--- config.mk ---
export PLATFORM = sky130hd
export DESIGN_NAME = halfMaxTracker
export DESIGN_NICKNAME = d
export VERILOG_FILES = /design/src/rtl/hmt_pkg.sv /design/src/rtl/hmtControl.sv /design/src/rtl/hmtDatapath.sv /design/src/rtl/halfMaxTracker.sv
export SDC_FILE = /design/constraint.sdc
export NUM_CORES = 1
export LEC_CHECK = 0
export ABC_AREA = 1
export BUFFER_PORTS_ARGS = -buffer_cell sky130_fd_sc_hd__buf_4
export CORE_MARGIN = 2
export CORE_UTILIZATION = 49
export CTS_CLUSTER_DIAMETER = 30
export DETAILED_ROUTE_END_ITERATION = 8
export GPL_TIMING_DRIVEN = 0
export PLACE_DENSITY = 0.73
export REMOVE_ABC_BUFFERS = 1
export SYNTH_ARGS = -nofsm -noshare
export SYNTH_HDL_FRONTEND = slang
export SYNTH_HIERARCHICAL = 1
export SYNTH_SLANG_ARGS = --single-unit
--- constraint.sdc ---
create_clock -name clk -period 3.7 [get_ports clk]
set_clock_uncertainty 0.2 [all_clocks]
set_input_delay 1.11 -clock clk [delete_from_list [all_inputs] [get_ports clk]]
set_output_delay 1.11 -clock clk [all_outputs]
set_load 0.01 [all_outputs]
--- src/rtl/hmt_pkg.sv ---
package hmt_pkg;
  // Strobes from control to datapath, one set per cycle
  typedef struct packed {
    logic clearNow;  // return to the search start state
    logic takeWord;  // examine both halves of wordData
  } hmtStrobes_t;
endpackage

--- src/rtl/hmtControl.sv ---
module hmtControl
  import hmt_pkg::*;
(
  input  logic        clearIn,
  input  logic        wordValid,
  output hmtStrobes_t strobes
);
  // Clear takes priority: a word arriving with it is dropped
  always_comb begin
    strobes.clearNow = clearIn;
    strobes.takeWord = wordValid & ~clearIn;
  end
endmodule

--- src/rtl/hmtDatapath.sv ---
module hmtDatapath
  import hmt_pkg::*;
#(
  parameter int SAMPLE_W = 16,
  parameter bit FIND_MIN = 1'b0
) (
  input  logic                  clk,
  input  logic                  rstN,
  input  hmtStrobes_t           strobes,
  input  logic [2*SAMPLE_W-1:0] wordData,
  output logic [2*SAMPLE_W-1:0] stateWord,
  output logic [SAMPLE_W-1:0]   sampleIndex
);
  localparam int WORD_W = 2 * SAMPLE_W;
  // Start value loses against any sample
  localparam logic [SAMPLE_W-1:0] START_BEST = FIND_MIN ?
    {1'b0, {(SAMPLE_W-1){1'b1}}} : {1'b1, {(SAMPLE_W-1){1'b0}}};

  logic [SAMPLE_W-1:0] bestVal, bestIdx, countReg;
  logic [SAMPLE_W-1:0] hiSample, loSample;
  logic [SAMPLE_W-1:0] midVal, midIdx, endVal, endIdx;
  logic                hiWins, loWins;

  assign hiSample = wordData[WORD_W-1:SAMPLE_W];
  assign loSample = wordData[SAMPLE_W-1:0];

  // Strict comparison picked by the search direction
  generate
    if (FIND_MIN) begin : g_min
      assign hiWins = $signed(hiSample) < $signed(bestVal);
      assign loWins = $signed(loSample) < $signed(midVal);
    end else begin : g_max
      assign hiWins = $signed(hiSample) > $signed(bestVal);
      assign loWins = $signed(loSample) > $signed(midVal);
    end
  endgenerate

  // Upper half first, lower half against the updated best
  always_comb begin
    midVal = hiWins ? hiSample : bestVal;
    midIdx = hiWins ? countReg : bestIdx;
    endVal = loWins ? loSample : midVal;
    endIdx = loWins ? countReg + SAMPLE_W'(1) : midIdx;
  end

  always_ff @(posedge clk or negedge rstN) begin
    if (!rstN) begin
      bestVal  <= START_BEST;
      bestIdx  <= '0;
      countReg <= '0;
    end else if (strobes.clearNow) begin
      bestVal  <= START_BEST;
      bestIdx  <= '0;
      countReg <= '0;
    end else if (strobes.takeWord) begin
      bestVal  <= endVal;
      bestIdx  <= endIdx;
      countReg <= countReg + SAMPLE_W'(2);
    end
  end

  assign stateWord   = {bestVal, bestIdx};
  assign sampleIndex = countReg;
endmodule

--- src/rtl/halfMaxTracker.sv ---
module halfMaxTracker
  import hmt_pkg::*;
#(
  parameter int SAMPLE_W = 16,
  parameter bit FIND_MIN = 1'b0
) (
  input  logic                  clk,
  input  logic                  rstN,
  input  logic                  clearIn,
  input  logic                  wordValid,
  input  logic [2*SAMPLE_W-1:0] wordData,
  output logic [2*SAMPLE_W-1:0] stateWord,
  output logic [SAMPLE_W-1:0]   sampleIndex
);
  hmtStrobes_t strobes;

  hmtControl i_ctrl (
    .clearIn  (clearIn),
    .wordValid(wordValid),
    .strobes  (strobes)
  );

  hmtDatapath #(.SAMPLE_W(SAMPLE_W), .FIND_MIN(FIND_MIN)) i_dp (
    .clk        (clk),
    .rstN       (rstN),
    .strobes    (strobes),
    .wordData   (wordData),
    .stateWord  (stateWord),
    .sampleIndex(sampleIndex)
  );
endmodule

==> run_results.csv <==
group,metric,value,unit
clock_tree,clk_latency,0.31,ns
routing,routed_wire_length,12130,um
clock_tree,cts_root_buffer,"sky130_fd_sc_hd__clkbuf_8",
grt,antenna_found_initial,0,
pwr,static-leakage-power,0.002598,uW
worst_setup_path,delay_contributed_by_the_slowest_stage_of_the_critical_path,0.23,ns
synthesis,synth_largest_type_area_fraction,33.19,%
run_status,failed_checks,"negative setup slack",
synthesis,fraction_of_the_yosys_area_taken_by_sequential_cells,33.95,%
floorplanning,initial_core_util,50.77,%
worst_setup_path,crit_path_end_kind,"flop",
cells_and_area,area_growth_syn_to_layout,51.52,%
synthesis,dominantRegCellSynth,"sky130_fd_sc_hd__dfrtp_1",
synthesis,synth.distinct_cells,33,
synthesis,post_synth_inst_count,484,
cells_and_area,fillerInstances,471,
cells_and_area,num_antenna_cells,0,
sta,max_freq,221.7,MHz
cells_and_area,layout.cell_area.non_filler,5255,um2
synthesis,avgSynthCellArea,7.166,um2
sta,rsz0062_at_grt,"true",
placed_design,gp_routability_congestion,0.8339,
floorplanning,dieArea,7767,um2
clock_tree,clockBufferDepth,2,
run_status,run_status,"complete, but fails checks",
worst_setup_path,cp_common_cell,"sky130_fd_sc_hd__nand2_1",
pwr,pwr_density_cell,680.6,nW/um2
synthesis,synth-warning-count,6,
sta,layout_worst_path_cycle_share,121.9,%
cells_and_area,layout_cell_share_with_drive_strength_beyond_1,43.34,%
hold_path,worstHoldPathType,"reg -> reg",
routing,drtIter0Drc,316,
clock_tree,clkSlewWorstSetupHoldPaths,0.10,ns
cells_and_area,fin_nets,655,
worst_setup_path,critPathKind,"in -> reg",
floorplanning,die_outline_width,88.13,um
routing,drt-vias-per-instance,5.723,
synthesis,synth.cell_area,3468,um2
routing,routedWlPerCell,17.78,um
worst_setup_path,cpMaxStageDelayCell,"sky130_fd_sc_hd__o21ai_2",
synthesis,synth-async-reset-ratio,100.0,%
sta,timing.final.crit_period,4.511,ns
placed_design,estimated_wirelength_of_the_detail_placed_design,6022,um
sta,fin_hold_ws,0.3179,ns
grt,first_global_vias,3642,
worst_setup_path,timing.critical_path.arrival,4.52,ns
worst_setup_path,cp_max_fo,8,
floorplanning,placementRows,30,
routing,via_count,3903,
sta,timing.max_slew.rel_slack,27.37,%
synthesis,synth_enable_flop_cells,0,
clock_tree,cts_tree,"done",
placed_design,port-buffer-count,82,
routing,first_pass_iters,5,
clock_tree,number_of_sinks_on_the_clock_net,47,
clock_tree,count_of_hold_buffers_inserted_by_post_cts_repair,0,
sta,slew_viol_final,0,
placed_design,post_dp_cell_area,4120,um2
synthesis,yosys-top-cells-area,"sky130_fd_sc_hd__dfrtp_1, sky130_fd_sc_hd__nand2_1, sky130_fd_sc_hd__ha_1",
sta,finalSetupViolCount,32,
floorplanning,top_level_ports,84,
grt,gr-total-overflow,0,
floorplanning,design.core.area,6832,um2
worst_setup_path,critical_path.n_buffers_inverters,4,
worst_setup_path,critical_path_required,3.71,ns
synthesis,yosys.area.top_type,"sky130_fd_sc_hd__dfrtp_1",
routing,drcViolationCount,0,
grt,grt_first_pass_wirelength,17570,um
worst_setup_path,critical_path.top_delay_family,"simple AND/OR/NAND/NOR gates",
grt,track_usage,29.26,%
clock_tree,ctsHtreeMaxLevel,2,
flow_run,maxCapViolCount,0,
synthesis,synth_seq_cells,47,
pwr,worst_case_vdd_ir_drop,0.0004069,V
grt,grt_max_degree,48,
placed_design,dp_slack,-1.646,ns
routing,drtAntennaViolNets,0,
sta,finalHoldViolCount,0,
clock_tree,cts_made_buffers,5,
floorplanning,vertical_die_dimension,88.13,um
sta,timing_worst_slew_pin_value,1.088,ns
worst_setup_path,crit_path_launch_type,"input port",
sta,slack_of_the_critical_path,-0.8109,ns
==> logic make-up after synthesis <==
logic type	Yosys count	synth area share [%]
compound gates	50	7.792
fa+ha+maj	33	11.90
buf+inv	102	12.12
flops	47	33.95
other cells	1	0.1081
simple gates	251	34.13
==> layout make-up <==
cell class	instances	area, um2	share of cell area [%]
flip-flops and latches	47	1177	22.40
repair buffers	107	905.9	17.24
multi-input cells	339	2606	49.60
clock inverters	2	37.54	0.7143
well taps	96	120.1	2.286
repair inverters	1	7.507	0.1429
clock buffers	5	68.82	1.310
inverters	85	331.6	6.310
==> routing by layer <==
| layer | vias to the layer above | track usage, % | wire length, um |
|---|---|---|---|
| met5 | - | 0 | 0 |
| met4 | 0 | 13.36 | 697 |
| met3 | 69 | 4.336 | 883 |
| met2 | 237 | 50.76 | 5809 |
| met1 | 1842 | 35.91 | 4737 |
| li1 | 1755 | - | - |
==> timing repair <==
action | in CTS | in global routing
setup endpoints to repair | 32 | 32
gates resized for setup | 101 | 46
buffers inserted | 17 | 6
pin swaps | 60 | 38
hold endpoints to repair | 0 | 0
gates cloned | 5 | 1
==> worst reg2reg max path, stage by stage, from the launching register on <==
cell	delay (ns)
sky130_fd_sc_hd__dfstp_2	0.60
sky130_fd_sc_hd__inv_1	0.10
sky130_fd_sc_hd__ha_4	0.32
sky130_fd_sc_hd__nand2_2	0.09
sky130_fd_sc_hd__nor3_4	0.28
sky130_fd_sc_hd__nand2_2	0.15
sky130_fd_sc_hd__nand2_2	0.12
sky130_fd_sc_hd__nand2_4	0.10
sky130_fd_sc_hd__nand3_4	0.11
sky130_fd_sc_hd__buf_6	0.14
sky130_fd_sc_hd__nand2_1	0.10
sky130_fd_sc_hd__o21ai_4	0.09
sky130_fd_sc_hd__inv_2	0.06
sky130_fd_sc_hd__ha_4	0.26
sky130_fd_sc_hd__nand4_1	0.13
sky130_fd_sc_hd__nor3_4	0.28
sky130_fd_sc_hd__nand2_2	0.13
sky130_fd_sc_hd__nand3_2	0.12
sky130_fd_sc_hd__nand3_4	0.14
sky130_fd_sc_hd__nand2_4	0.12
sky130_fd_sc_hd__clkinvlp_4	0.21
sky130_fd_sc_hd__nand2_1	0.16
sky130_fd_sc_hd__nand2_1	0.07
==> through the flow <==
step	total power (uW)	util (%)	TNS (ns)	instances
after floorplan	1527	-	-19.77	467
after global placement	1883	60.05	-49.98	645
after detailed placement	1925	60.31	-49.30	646
after CTS	3045	73.21	-9.080	675
after global routing	3764	76.92	-24.06	682
final	3577	76.92	-22.37	682
==> path summary, 6_finish.rpt <==
path	slack, ns	end	startpoint	cells after the start
setup / recovery	-0.81	i_dp/bestVal[7]	wordData[20]	27
hold / removal	0.32	i_dp/bestIdx[12]	i_dp/bestIdx[12]	2
setup reg to reg	-0.50	i_dp/bestVal[7]	i_dp/bestVal[15]	22
hold reg to reg	0.32	i_dp/bestIdx[12]	i_dp/bestIdx[12]	2
max in group asynchronous	2.24	i_dp/bestIdx[13]	rstN	1
min in group asynchronous	0.61	i_dp/bestIdx[8]	rstN	1
==> placed cells by master (no fill, tap or decap), drive strengths merged, types with 18 or more instances in the layout <==
master,count
ha,33
a21oi,21
buf,106
dfrtp,46
nand3,49
nand4,18
nor2,27
inv,84
nand2,153
o21ai,25
==> registers in the layout, summed over array words and instances (netlist names) <==
name and count:
i_dp/bestIdx 16, i_dp/bestVal 16, i_dp/sampleIndex 15
==> cell usage after synthesis (all sizes together), types with 2 or more instances <==
master	n
nand2	151
inv	84
nand3	47
dfrtp	46
ha	33
nor2	27
o21ai	25
a21oi	21
nand4	18
buf	13
nor3	5
clkbuf	4
a21o	2
==> power breakdown <==
group          switching, uW  total (uW)  internal (uW)
registers               79.0         664            585
clock network            192         390            198
logic                   1470        2520           1050
(Power assumes the default switching activity.)
